`config.mk`:
```
export PLATFORM = sky130hd
export DESIGN_NAME = pseg_walker
export DESIGN_NICKNAME = d
export VERILOG_FILES = /design/src/rtl/pseg_pkg.sv /design/src/rtl/pseg_seg_lookup.sv /design/src/rtl/pseg_pte_check.sv /design/src/rtl/pseg_walker.sv
export SDC_FILE = /design/constraint.sdc
export NUM_CORES = 1
export LEC_CHECK = 0
export CORE_UTILIZATION = 37
export CTS_CLUSTER_SIZE = 40
export DETAILED_ROUTE_END_ITERATION = 8
export GPL_TIMING_DRIVEN = 0
export PLACE_DENSITY_LB_ADDON = 0.3
export SETUP_SLACK_MARGIN = 0.1
export SYNTH_ARGS = -nofsm -noshare
export SYNTH_HDL_FRONTEND = slang
export SYNTH_SLANG_ARGS = --single-unit
```
`constraint.sdc`:
```
create_clock -name clk -period 2.9 [get_ports clk]
set_input_delay 0.58 -clock clk [delete_from_list [all_inputs] [get_ports clk]]
set_output_delay 0.58 -clock clk [all_outputs]
set_load 0.03 [all_outputs]
```
`src/rtl/pseg_pkg.sv`:
```
package pseg_pkg;
  typedef enum logic [2:0] {
    ST_IDLE,
    ST_SEG_CHECK,
    ST_PTE_READ,
    ST_PTE_WAIT,
    ST_DONE
  } walk_state_t;

  typedef enum logic [1:0] {
    CAUSE_NONE    = 2'd0,
    CAUSE_BOUND   = 2'd1,
    CAUSE_INVALID = 2'd2,
    CAUSE_WPROT   = 2'd3
  } fault_cause_t;
endpackage

```
`src/rtl/pseg_seg_lookup.sv`:
```
// Selects a segment entry, checks the page number against its bound and
// forms the byte address of the page-table entry.
module pseg_seg_lookup #(
  parameter int SEG_W    = 2,
  parameter int VPN_W    = 6,
  parameter int PA_W     = 20,
  parameter int ENT_LOG2 = 1
) (
  input  logic [(1<<SEG_W)*(PA_W+VPN_W+1)-1:0] seg_table,
  input  logic [SEG_W-1:0]                     seg,
  input  logic [VPN_W-1:0]                     vpn,
  output logic                                 out_of_bound,
  output logic [PA_W-1:0]                      pte_addr
);
  localparam int NSEG  = 1 << SEG_W;
  localparam int BND_W = VPN_W + 1;
  localparam int ENT_W = PA_W + BND_W;

  logic [PA_W-1:0]  bases  [NSEG];
  logic [BND_W-1:0] bounds [NSEG];

  generate
    for (genvar i = 0; i < NSEG; i++) begin : g_ent
      assign bases[i]  = seg_table[i*ENT_W +: PA_W];
      assign bounds[i] = seg_table[i*ENT_W + PA_W +: BND_W];
    end
  endgenerate

  function automatic logic [PA_W-1:0] entry_addr(input logic [PA_W-1:0] base,
                                                 input logic [VPN_W-1:0] idx);
    logic [PA_W-1:0] scaled;
    scaled = '0;
    scaled[VPN_W+ENT_LOG2-1:ENT_LOG2] = idx;
    return base + scaled;
  endfunction

  function automatic logic beyond(input logic [BND_W-1:0] bnd,
                                  input logic [VPN_W-1:0] idx);
    return {1'b0, idx} >= bnd;
  endfunction

  assign out_of_bound = beyond(bounds[seg], vpn);
  assign pte_addr     = entry_addr(bases[seg], vpn);
endmodule

```
`src/rtl/pseg_pte_check.sv`:
```
// Decodes a fetched page-table entry, ranks its faults and builds the
// physical address by placing the offset under the frame number.
module pseg_pte_check
  import pseg_pkg::*;
#(
  parameter int FRAME_W = 12,
  parameter int OFF_W   = 8
) (
  input  logic [FRAME_W+1:0]       pte,
  input  logic                     is_write,
  input  logic [OFF_W-1:0]         offset,
  output fault_cause_t             cause,
  output logic [FRAME_W+OFF_W-1:0] pa
);
  localparam int VBIT = FRAME_W;
  localparam int WBIT = FRAME_W + 1;

  function automatic fault_cause_t rank(input logic valid, input logic writable,
                                        input logic wr);
    if (!valid)               return CAUSE_INVALID;
    else if (wr && !writable) return CAUSE_WPROT;
    else                      return CAUSE_NONE;
  endfunction

  assign cause = rank(pte[VBIT], pte[WBIT], is_write);
  assign pa    = {pte[FRAME_W-1:0], offset};
endmodule

```
`src/rtl/pseg_walker.sv`:
```
module pseg_walker
  import pseg_pkg::*;
#(
  parameter int SEG_W    = 2,
  parameter int VPN_W    = 6,
  parameter int OFF_W    = 8,
  parameter int FRAME_W  = 12,
  parameter int ENT_LOG2 = 1
) (
  input  logic                                         clk,
  input  logic                                         rst_n,
  input  logic                                         req_valid,
  input  logic [SEG_W+VPN_W+OFF_W-1:0]                 req_addr,
  input  logic                                         req_write,
  output logic                                         req_ready,
  input  logic [(1<<SEG_W)*(FRAME_W+OFF_W+VPN_W+1)-1:0] seg_table,
  output logic                                         mem_req,
  output logic [FRAME_W+OFF_W-1:0]                     mem_addr,
  input  logic                                         mem_ack,
  input  logic [FRAME_W+1:0]                           mem_rdata,
  output logic                                         done_valid,
  output logic                                         done_fault,
  output logic [1:0]                                   done_cause,
  output logic [FRAME_W+OFF_W-1:0]                     done_pa
);
  localparam int VA_W = SEG_W + VPN_W + OFF_W;
  localparam int PA_W = FRAME_W + OFF_W;

  walk_state_t     state;
  logic [VA_W-1:0] va_q;
  logic            wr_q;
  logic [PA_W-1:0] pte_addr_q;
  fault_cause_t    cause_q;
  logic [PA_W-1:0] pa_q;

  // Named internal events
  logic            seg_oob;
  logic [PA_W-1:0] seg_pte_addr;
  fault_cause_t    pte_cause;
  logic [PA_W-1:0] pte_pa;
  logic            accept;
  logic            pte_arrive;

  pseg_seg_lookup #(
    .SEG_W(SEG_W), .VPN_W(VPN_W), .PA_W(PA_W), .ENT_LOG2(ENT_LOG2)
  ) u_seg (
    .seg_table   (seg_table),
    .seg         (va_q[VA_W-1 -: SEG_W]),
    .vpn         (va_q[OFF_W +: VPN_W]),
    .out_of_bound(seg_oob),
    .pte_addr    (seg_pte_addr)
  );

  pseg_pte_check #(
    .FRAME_W(FRAME_W), .OFF_W(OFF_W)
  ) u_pte (
    .pte     (mem_rdata),
    .is_write(wr_q),
    .offset  (va_q[OFF_W-1:0]),
    .cause   (pte_cause),
    .pa      (pte_pa)
  );

  assign accept     = (state == ST_IDLE) && req_valid;
  assign pte_arrive = (state == ST_PTE_WAIT) && mem_ack;

  always_ff @(posedge clk) begin
    if (!rst_n) begin
      state      <= ST_IDLE;
      va_q       <= '0;
      wr_q       <= 1'b0;
      pte_addr_q <= '0;
      cause_q    <= CAUSE_NONE;
      pa_q       <= '0;
    end else begin
      case (state)
        ST_IDLE: if (accept) begin
          va_q  <= req_addr;
          wr_q  <= req_write;
          state <= ST_SEG_CHECK;
        end
        ST_SEG_CHECK: if (seg_oob) begin
          cause_q <= CAUSE_BOUND;
          pa_q    <= '0;
          state   <= ST_DONE;
        end else begin
          pte_addr_q <= seg_pte_addr;
          state      <= ST_PTE_READ;
        end
        ST_PTE_READ: state <= ST_PTE_WAIT;
        ST_PTE_WAIT: if (pte_arrive) begin
          cause_q <= pte_cause;
          pa_q    <= (pte_cause == CAUSE_NONE) ? pte_pa : '0;
          state   <= ST_DONE;
        end
        ST_DONE: state <= ST_IDLE;
        default: state <= ST_IDLE;
      endcase
    end
  end

  assign req_ready  = (state == ST_IDLE);
  assign mem_req    = (state == ST_PTE_READ);
  assign mem_addr   = pte_addr_q;
  assign done_valid = (state == ST_DONE);
  assign done_fault = done_valid && (cause_q != CAUSE_NONE);
  assign done_cause = cause_q;
  assign done_pa    = pa_q;
endmodule

```
==> results.py, run 1 <==
metrics = {
    "synth": {
        "synth_edf_count": 0,
        "synth_top_area_share_pct": 33.6,
        "seq_area_frac_synth_pct": 33.6,
        "postSynth.asyncResetShare_pct": 0,
        "avgSynthCellArea_um2": 9.44,
        "ys.flop_type": "dfxtp_1",
        "yosysTopAreaCell": "dfxtp_1",
        "yosysWarnings": 0,
        "ys_ff_latch": 62,
        "syn-num-nets": 547,
        "synthTopCellsByArea": "dfxtp_1 (34%), mux4_2 (10%), nand2_1 (8.2%)",
        "ys_types": 46,
        "syn_area_um2": 3690,
        "netlist_instances": 391,
    },
    "timing": {
        "fin_skew_ns": 0.00966,
        "hold_viol_final": 0,
        "rsz0062_at_grt": "yes",
        "tightest_slew_ns": 0.569,
        "tns_ns": 0,
        "slew_violations": 0,
        "min_period_ns": 2.81,
        "fmax_ghz": 0.356,
        "slew_headroom_pct": 62.1,
        "finalSetupViolCount": 0,
        "timing.final.ws_setup_ns": 0.0903,
        "hold-worst-slack_ns": 0.454,
        "post-route-period-util_pct": 96.9,
    },
    "worst_setup_path": {
        "reg2reg_from": "va_q[14]",
        "path_max_fanout": 4,
        "crit_path_start_kind": "register",
        "worst-path-buf-inv": 6,
        "r2r_cells": 14,
        "cp_slowest_cell": "mux4_2",
        "r2r_end": "mem_addr[1]",
        "path_cells": "buf_6 > buf_12 > buf_4 > mux4_2 > inv_2 > ha_4 > a21o_1 > a31oi_4 > o21ai_4 > a211oi_4 > buf_4 > buf_6 > mux2i_1 > nor2_1",
        "critPathTopFamily": "compound AO/OA/AOI/OAI gates",
        "reg2reg_slack_ns": 0.09,
        "path_class": "reg2reg",
        "endpoint_kind": "register",
        "critical_path_arrival_ns": 3.02,
        "crit_required_ns": 3.11,
        "crit_path_max_incr_delay_ns": 0.50,
    },
    "placed_design": {
        "io_buffers": 187,
        "dp_slack_ns": -0.642,
        "dp_hpwl_um": 8680,
        "place_congestion": 0.790,
    },
    "layout": {
        "fillCellCount": 804,
        "utilization_pct": 64.9,
        "drive_gt1_share_pct": 15.9,
        "antenna_cells": 0,
        "nNetsFinal": 761,
        "syn2layout_area_growth_pct": 70.9,
    },
    "cts": {
        "cts.sinks": 62,
        "cts_buffer_depth": 2,
        "cts-buffers-inserted": 9,
        "cts_root_buf": "clkbuf_8",
        "cts.htree.levels": 3,
        "cts_hold_buf": 0,
        "tritoncts": "done",
        "worstSkewPairLatency_ns": 0.34,
        "clkTransAtPathRegs_ns": 0.07,
    },
    "min_path": {
        "whs_endpoint": "done_pa[4]",
        "hold_depth": 2,
        "hold_path.class": "reg2reg",
        "hp-start": "done_pa[4]",
    },
    "global_routing": {
        "grt_usage_pct": 22.3,
        "grt_pass1_wl_um": 17600,
        "grt_max_degree": 11,
        "antenna_found_initial": 0,
        "grt_pass1_vias": 3629,
        "grt_overflow_total": 0,
    },
    "pwr": {
        "powerDensity_nw_per_um2": 436,
        "leakage_uw": 0.00227,
        "ir_drop_v": 0.000183,
        "design_power_total_uw": 2750,
    },
    "floorplanning": {
        "die_area_um2": 10400,
        "design.core.area_um2": 9730,
        "die_h_um": 102,
        "rows": 36,
        "ios": 189,
        "start_util_pct": 38.0,
        "die_x_um": 102,
    },
    "route": {
        "postRouteAntennaNets": 0,
        "drc": 0,
        "first_iter_violations": 129,
        "routed_wl_um": 11500,
        "routed_via_density": 5.02,
        "routed-via-count": 3727,
        "first_pass_iters": 4,
        "drt-wirelength-per-cell_um": 15.5,
    },
    "flow_run": {
        "cap_violations": 0,
    },
    "run_status": {
        "outcome": "finished, final reports clean",
    },
}
where the power goes:
| group | switching [uW] | internal (uW) | total, uW |
|---|---|---|---|
| Clock | 338 | 440 | 777 |
| Sequential | 46.4 | 914 | 960 |
| Combinational | 464 | 552 | 1020 |
registers in the layout, indices dropped and copies added (netlist names):
signal,count
wr_q,1
state,3
done_cause,2
va_q,16
mem_addr,20
done_pa,20
routing by layer:
layer	share of wire [%]	vias up	wire length, um	track usage, %
met5	0	-	0	0
met4	1.4	0	159	6.59
met3	5.6	13	639	4.45
met2	51	143	5890	40.4
met1	42	1755	4810	26.5
li1	-	1816	-	-
worst max path at each step:
stage,slack [ns],from,depth (start not counted),end
floorplan,0.11,va_q[14],13,mem_addr[13]
global placement,-0.60,seg_table[49],11,mem_addr[13]
detailed placement,-0.64,seg_table[49],11,mem_addr[7]
CTS,0.06,va_q[14],13,mem_addr[17]
global route,-0.01,va_q[14],13,mem_addr[17]
finish,0.09,va_q[14],14,mem_addr[1]
synthesized netlist by cell type, drive strengths merged, types with 2 or more instances:
library cell,instances
nor2,17
mux4,27
mux2i,26
xnor2,9
a211oi,7
xor2,6
and2,4
nand2,82
a21o,3
a22oi,2
buf,11
nor3,5
o21bai,2
nand3b,2
o21ai,22
and4,2
a21oi,36
o21a,3
nand2b,5
nand4,3
dfxtp,62
ha,12
nor2b,2
clkbuf,13
nor3b,2
nand3,4
inv,17
layout make-up:
type,count,area [um^2],area share (%)
well taps,133,166,2.64
clock buffers,12,155,2.46
repair buffers,203,2050,32.5
inverters,17,63.8,1.01
clock inverters,4,45.0,0.714
flip-flops and latches,62,1240,19.7
plain buffers,24,191,3.03
multi-input cells,288,2400,38.0
placed cells by master, fill, tap and decap left out, types with 10 or more instances in the layout:
master,n
a21oi_1,34
buf_4,10
buf_6,11
clkbuf_1,13
clkbuf_8,11
clkdlybuf4s50_1,187
dfxtp_1,61
inv_1,13
mux2i_1,26
mux4_2,19
nand2_1,81
nor2_1,16
o21ai_1,13
tightest hold or removal path, cell delays in order (launching register included):
cell and delay [ns]:
dfxtp_1 0.31, nand2_1 0.05, mux2i_1 0.05
per-stage QoR:
stage | cell area [um^2] | std cells
CTS | 6130 | 738
finish | 6310 | 743
detailed placement | 5760 | 711
floorplan | 3720 | 391
global route | 6310 | 743
global placement | 5760 | 711
kinds of logic after synthesis:
group | after synthesis | share of synthesized area [%]
and+or+nand+nor | 128 | 15.4
buffers and inverters | 41 | 5.25
adders and majority gates | 13 | 4.61
AOI/OAI and AO/OA | 79 | 13.0
DFF | 62 | 33.6
xor gates and xnor gates | 15 | 3.56
muxes | 53 | 24.5
what timing repair did:
| action | in CTS | in global routing |
|---|---|---|
| pin swaps | 9 | 12 |
| buffers inserted | 9 | 3 |
| gates cloned | 2 | 2 |
| resized for setup | 20 | 34 |
| endpoints found under the setup margin | 43 | 42 |
(Power assumes the default switching activity.)
==> inputs of run 2 (changes only) <==
Settings changed: CORE_MARGIN from default to 3.
==> run 2 against run 1 <==
Register-to-register slack improved by 0.04 ns. Global-route usage decreased by 1.7 points. Largest power group unchanged. Sequential share of layout area decreased by 0.093 points. Utilization rose by 2.2 points. Flip-flop and latch count is the same. Routed wire length is 4.5% higher.
==> results.py, run 2 (synthesis results as in run 1) <==
metrics = {
    "run_status": {
        "outcome": "finished, final reports clean",
    },
    "floorplanning": {
        "rows": 35,
        "design.core.area_um2": 9460,
        "start_util_pct": 39.0,
        "die_x_um": 106,
        "ios": 189,
        "die_h_um": 106,
        "die_area_um2": 11200,
    },
    "global_routing": {
        "grt_usage_pct": 20.6,
        "grt_pass1_vias": 3805,
        "antenna_found_initial": 0,
        "grt_max_degree": 11,
        "grt_pass1_wl_um": 18300,
        "grt_overflow_total": 0,
    },
    "pwr": {
        "leakage_uw": 0.00227,
        "powerDensity_nw_per_um2": 450,
        "ir_drop_v": 0.000267,
    },
    "route": {
        "routed_wl_um": 12000,
        "drc": 0,
        "routed_via_density": 5.01,
        "dr_wl_met2_um": 6180,
        "drt-wirelength-per-cell_um": 16.3,
        "dr.max_layer_used": "met4",
        "first_pass_iters": 4,
        "routed-via-count": 3706,
        "drt-met1-wl_um": 4810,
        "first_iter_violations": 120,
        "wl_met3_um": 867,
        "postRouteAntennaNets": 0,
    },
    "min_path": {
        "whs_endpoint": "va_q[4]",
        "hold_depth": 2,
        "hold_path.class": "reg2reg",
        "hp-start": "va_q[4]",
    },
    "placed_design": {
        "dp_cells": 707,
        "dp_hpwl_um": 9400,
        "place_congestion": 0.774,
        "io_buffers": 187,
    },
    "worst_setup_path": {
        "critical_path_arrival_ns": 2.98,
        "r2r_cells": 14,
        "r2r_end": "mem_addr[5]",
        "startpoint": "seg_table[76]",
        "cp_slowest_cell": "mux4_2",
        "path_class": "in2reg",
        "reg2reg_slack_ns": 0.13,
        "path_cells": "clkdlybuf4s50_1 > mux4_2 > inv_2 > ha_4 > a21o_1 > a31oi_4 > o21ai_4 > a211oi_4 > buf_6 > buf_6 > mux2i_1 > nor2_1",
        "crit_required_ns": 3.10,
        "path_max_fanout": 5,
        "crit_path_start_kind": "input port",
        "reg2reg_from": "va_q[14]",
        "endpoint_kind": "register",
        "worst-path-buf-inv": 4,
        "cp_common_cell": "buf_6",
        "crit_path_max_incr_delay_ns": 0.48,
        "critPathTopFamily": "buffers and inverters",
    },
    "timing": {
        "slew_headroom_pct": 65.5,
        "fmax_ghz": 0.360,
        "hold_viol_final": 0,
        "min_period_ns": 2.78,
        "finalSetupViolCount": 0,
        "rsz0062_at_grt": "yes",
        "tightest_slew_ns": 0.517,
        "fin_skew_ns": 0.00801,
        "tns_ns": 0,
        "slew_violations": 0,
        "post-route-period-util_pct": 95.9,
    },
    "cts": {
        "cts.htree.levels": 3,
        "clkTransAtPathRegs_ns": 0.07,
        "cts_hold_buf": 0,
        "tritoncts": "done",
        "worstSkewPairLatency_ns": 0.34,
        "cts_buffer_depth": 2,
        "cts.sinks": 62,
        "cts-buffers-inserted": 9,
        "cts_root_buf": "clkbuf_8",
    },
    "flow_run": {
        "cap_violations": 0,
    },
    "layout": {
        "instances_no_fill": 739,
        "drive_gt1_share_pct": 15.9,
        "mostFrequentLayoutCells": "clkdlybuf4s50_1 (185), nand2_1 (81), dfxtp_1 (61)",
        "mostFrequentLayoutCell": "clkdlybuf4s50_1",
        "antenna_cells": 0,
        "nNetsFinal": 761,
        "syn2layout_area_growth_pct": 71.7,
    },
}
[run 2: layer usage]
metal	track usage [%]	vias to the layer above
met1	23.1	1732
met5	0	-
met4	5.55	0
met2	37.8	147
met3	6.13	12
li1	-	1815
[run 2: metrics by stage]
step | instance area [um^2] | hold slack, ns | util, % | total power (uW) | worst slack [ns]
2_1_floorplan | 3720 | 0.437 | - | 1480 | 0.112
3_3_place_gp | 5750 | 0.442 | 60.8 | 1840 | -0.565
3_5_place_dp | 5750 | 0.449 | 60.8 | 1860 | -0.620
4_1_cts | 6210 | 0.459 | 65.6 | 2810 | 0.0852
5_1_grt | 6340 | 0.476 | 67.0 | 2990 | 0.0317
6_report | 6340 | 0.457 | 67.0 | 2850 | 0.120
[run 2: final cells by class]
type                       count  area [um^2]
fill                         787         3120
multi-input combinational    288         2440
timing repair buffer         203         2000
sequential                    62         1240
buffer                        24          195
clock buffer                  13          169
tap                          129          161
clock inverter                 3         65.1
inverter                      17         63.8
[run 2: timing repair]
item	CTS	global route
endpoints found under the setup margin	42	41
gates resized for setup	32	25
pin swaps	14	18
cloned	1	1
setup buffers	11	3
[run 2: power by group]
group,internal (uW),total (uW),switching (uW)
Combinational,548,1010,462
Clock,554,885,331
Sequential,914,959,45.4
[run 2: worst max-delay path by stage]
stage	cells after the start	endpoint	slack [ns]
2_1_floorplan	13	mem_addr[13]	0.11
5_1_grt	13	mem_addr[17]	0.03
4_1_cts	13	mem_addr[17]	0.09
3_3_place_gp	11	mem_addr[13]	-0.56
6_report	12	mem_addr[5]	0.12
3_5_place_dp	11	mem_addr[13]	-0.62
[run 2: worst register-to-register path, cell delays in order, from the launching register on]
cell,delay [ns]
dfxtp_2,0.33
buf_6,0.10
buf_12,0.10
buf_12,0.11
mux4_2,0.50
inv_2,0.08
ha_4,0.19
a21o_1,0.17
a21oi_2,0.19
o21ai_4,0.11
a211oi_4,0.24
buf_6,0.15
buf_6,0.12
mux2i_1,0.18
nor2_1,0.06
==> inputs of run 3 (changes only) <==
Settings changed: CORE_ASPECT_RATIO from default to 1.1, CORE_UTILIZATION 37 to 38, SYNTH_HIERARCHICAL from default to 1.
==> run 3 against run 2 <==
Clock skew grew 0.0062 ns. Count of clock-buffer cells in the layout decreased by 3. Critical endpoint is now mem_addr[18]. Synthesized area increased by 9.8%. The flow now finishes with violations (setup timing). Fmax fell by 10%. Highest routed layer unchanged. Utilization shrank 1.5 points. Via count increased by 11%. Largest cell class unchanged. Worst setup slack worse by 0.32 ns. Global-route usage grew 0.38 points. Non-clock buffer count rose by 18.
==> results.py, run 3 <==
metrics = {
    "layout": {
        "syn2layout_area_growth_pct": 63.8,
        "fillCellCount": 859,
        "multi_input_area_um2": 2650,
        "final_area_um2": 6640,
        "antenna_cells": 0,
        "seq_area_um2": 1250,
        "mostFrequentLayoutCells": "clkdlybuf4s50_1 (173), nand2_1 (65), dfxtp_1 (60)",
        "mostFrequentLayoutCell": "clkdlybuf4s50_1",
        "nNetsFinal": 800,
        "drive_gt1_share_pct": 24.2,
        "instances_no_fill": 789,
        "utilization_pct": 65.5,
    },
    "cts": {
        "cts.htree.levels": 3,
        "cts_hold_buf": 0,
        "clkTransAtPathRegs_ns": 0.07,
        "cts_buffer_depth": 2,
        "cts_root_buf": "clkbuf_8",
        "cts.sinks": 62,
        "cts-buffers-inserted": 9,
        "worstSkewPairLatency_ns": 0.34,
        "tritoncts": "done",
    },
    "timing": {
        "timing.final.ws_setup_ns": -0.201,
        "fin_skew_ns": 0.0142,
        "slew_headroom_pct": 65.8,
        "finalSetupViolCount": 43,
        "min_period_ns": 3.10,
        "tightest_slew_ns": 0.513,
        "fmax_ghz": 0.322,
        "post-route-period-util_pct": 107,
        "rsz0062_at_grt": "yes",
        "hold_viol_final": 0,
        "slew_violations": 0,
    },
    "floorplanning": {
        "start_util_pct": 40.0,
        "ios": 189,
        "die_area_um2": 11900,
        "rows": 38,
        "design.core.area_um2": 10100,
        "die_x_um": 104,
        "die_h_um": 114,
    },
    "route": {
        "routed_via_density": 5.23,
        "first_iter_violations": 159,
        "first_pass_iters": 4,
        "routed-via-count": 4126,
        "postRouteAntennaNets": 0,
        "drc": 0,
        "routed_wl_um": 13100,
        "drt-wirelength-per-cell_um": 16.6,
    },
    "synth": {
        "yosysTopAreaCell": "dfxtp_1",
        "synth_edf_count": 0,
        "synth_top_area_share_pct": 30.6,
        "synthTopCellsByArea": "dfxtp_1 (31%), mux4_2 (13%), nand2_1 (7.8%)",
        "avgSynthCellArea_um2": 9.11,
        "seq_area_frac_synth_pct": 30.6,
        "yosysMostFrequentCell": "nand2_1",
        "ys_ff_latch": 62,
        "syn-num-nets": 601,
        "synthTopCellsByCount": "nand2_1 (84), dfxtp_1 (62), o21ai_0 (38), mux4_2 (24), nand4_1 (22)",
        "ys_types": 51,
        "syn_area_um2": 4050,
        "ys.flop_type": "dfxtp_1",
        "postSynth.asyncResetShare_pct": 0,
        "yosysWarnings": 6,
        "netlist_instances": 445,
    },
    "worst_setup_path": {
        "critical_path_arrival_ns": 3.33,
        "path_max_fanout": 5,
        "crit_path_start_kind": "input port",
        "path_class": "in2reg",
        "endpoint_kind": "register",
        "crit_required_ns": 3.13,
    },
    "placed_design": {
        "dp_hpwl_um": 10200,
        "io_buffers": 175,
        "place_congestion": 0.871,
        "placed_cell_area_um2": 6040,
        "dp_cells": 760,
    },
    "pwr": {
        "powerDensity_nw_per_um2": 425,
        "swShare_pct": 32.3,
        "power_frac_comb_pct": 37.7,
        "p_switching_uw": 911,
        "p_int_uw": 1910,
        "design_power_total_uw": 2820,
        "ir_drop_v": 0.000313,
        "pwr-share-clk_pct": 28.1,
        "sequentialPowerShare_pct": 34.2,
        "leakage_uw": 0.00245,
    },
    "global_routing": {
        "antenna_found_initial": 0,
        "grt_pass1_wl_um": 20000,
        "grt_max_degree": 13,
        "grt_overflow_total": 0,
        "grt_pass1_vias": 4137,
        "grt_usage_pct": 21.0,
    },
    "run_status": {
        "outcome": "complete, but fails checks",
        "violations": "setup timing",
    },
    "min_path": {
        "hold_path.class": "reg2reg",
    },
    "flow_run": {
        "cap_violations": 0,
    },
}
-- run 3: cell types whose count changed after synthesis, moves of 9 or more --
cell      change
a21oi_1      -31
a21boi_1     +20
mux2i_1      -24
o21ai_0      +26
nand4_1      +20
buf_4        +18
nor4bb_1     +20
nor2_1        -9
nand3_1      +16
-- run 3: critical path: stages --
cell and delay (ns):
clkdlybuf4s50_1 0.40, mux4_2 0.50, ha_4 0.25, nand2b_4 0.13
a21o_1 0.16, a21oi_2 0.13, nor2b_1 0.07, o21ai_2 0.17
a211oi_4 0.11, or4b_4 0.55, buf_6 0.17, nand2_2 0.07
a21boi_2 0.04
-- run 3: metal layers --
layer	up-vias	wire length, um	global-route usage (%)
li1	1985	-	-
met1	1924	4880	23.0
met2	190	6870	39.0
met3	27	981	4.96
met4	0	357	8.51
met5	-	0	0
-- run 3: metrics by stage --
stage	setup WS (ns)	TNS [ns]	hold WS (ns)
after floorplan	-0.177	-3.55	0.433
after global placement	-0.553	-20.27	0.441
after detailed placement	-0.565	-21.04	0.447
after CTS	-0.260	-9.49	0.455
after global routing	-0.276	-10.98	0.469
final	-0.201	-7.50	0.454
-- run 3: final cells by class --
cell class              instances  share of cell area (%)
clock buffers                  10                    2.07
clock inverters                 6                    1.04
inverters                      12                   0.679
well taps                     140                    2.64
multi-input cells             314                    39.9
plain buffers                  56                    6.13
flip-flops and latches         62                    18.8
repair buffers                189                    28.7
-- run 3: logic make-up after synthesis --
kind of cell,after synthesis,share of synthesized area [%]
AOI/OAI and AO/OA,77,11.7
xor gates and xnor gates,15,3.24
DFF,62,30.6
buffers and inverters,69,9.45
and+or+nand+nor,180,25.0
adders and majority gates,13,4.20
muxes,29,15.8
-- run 3: path summary, 6_finish.rpt --
check	start	end	slack (ns)	cells past startpoint
worst max-delay path	seg_table[20]	mem_addr[18]	-0.20	13
worst min-delay path	mem_addr[16]	mem_addr[16]	0.45	2
worst max register to register	va_q[14]	mem_addr[18]	-0.19	14
worst min register to register	mem_addr[16]	mem_addr[16]	0.45	2
-- run 3: power by group through the flow --
stage / sequential [uW] / combinational [uW] / clock, uW
final: 964 / 1060 / 794
after global routing: 973 / 1140 / 844
after CTS: 961 / 1010 / 801
after detailed placement: 977 / 949 / 0
after global placement: 974 / 931 / 0
after floorplan: 1030 / 519 / 0
-- run 3: repair_timing --
action / in CTS / in global routing
setup endpoints to repair: 44 / 44
resized for setup: 37 / 51
setup buffers: 7 / 3
pin swaps: 27 / 29
cloned: 4 / 0
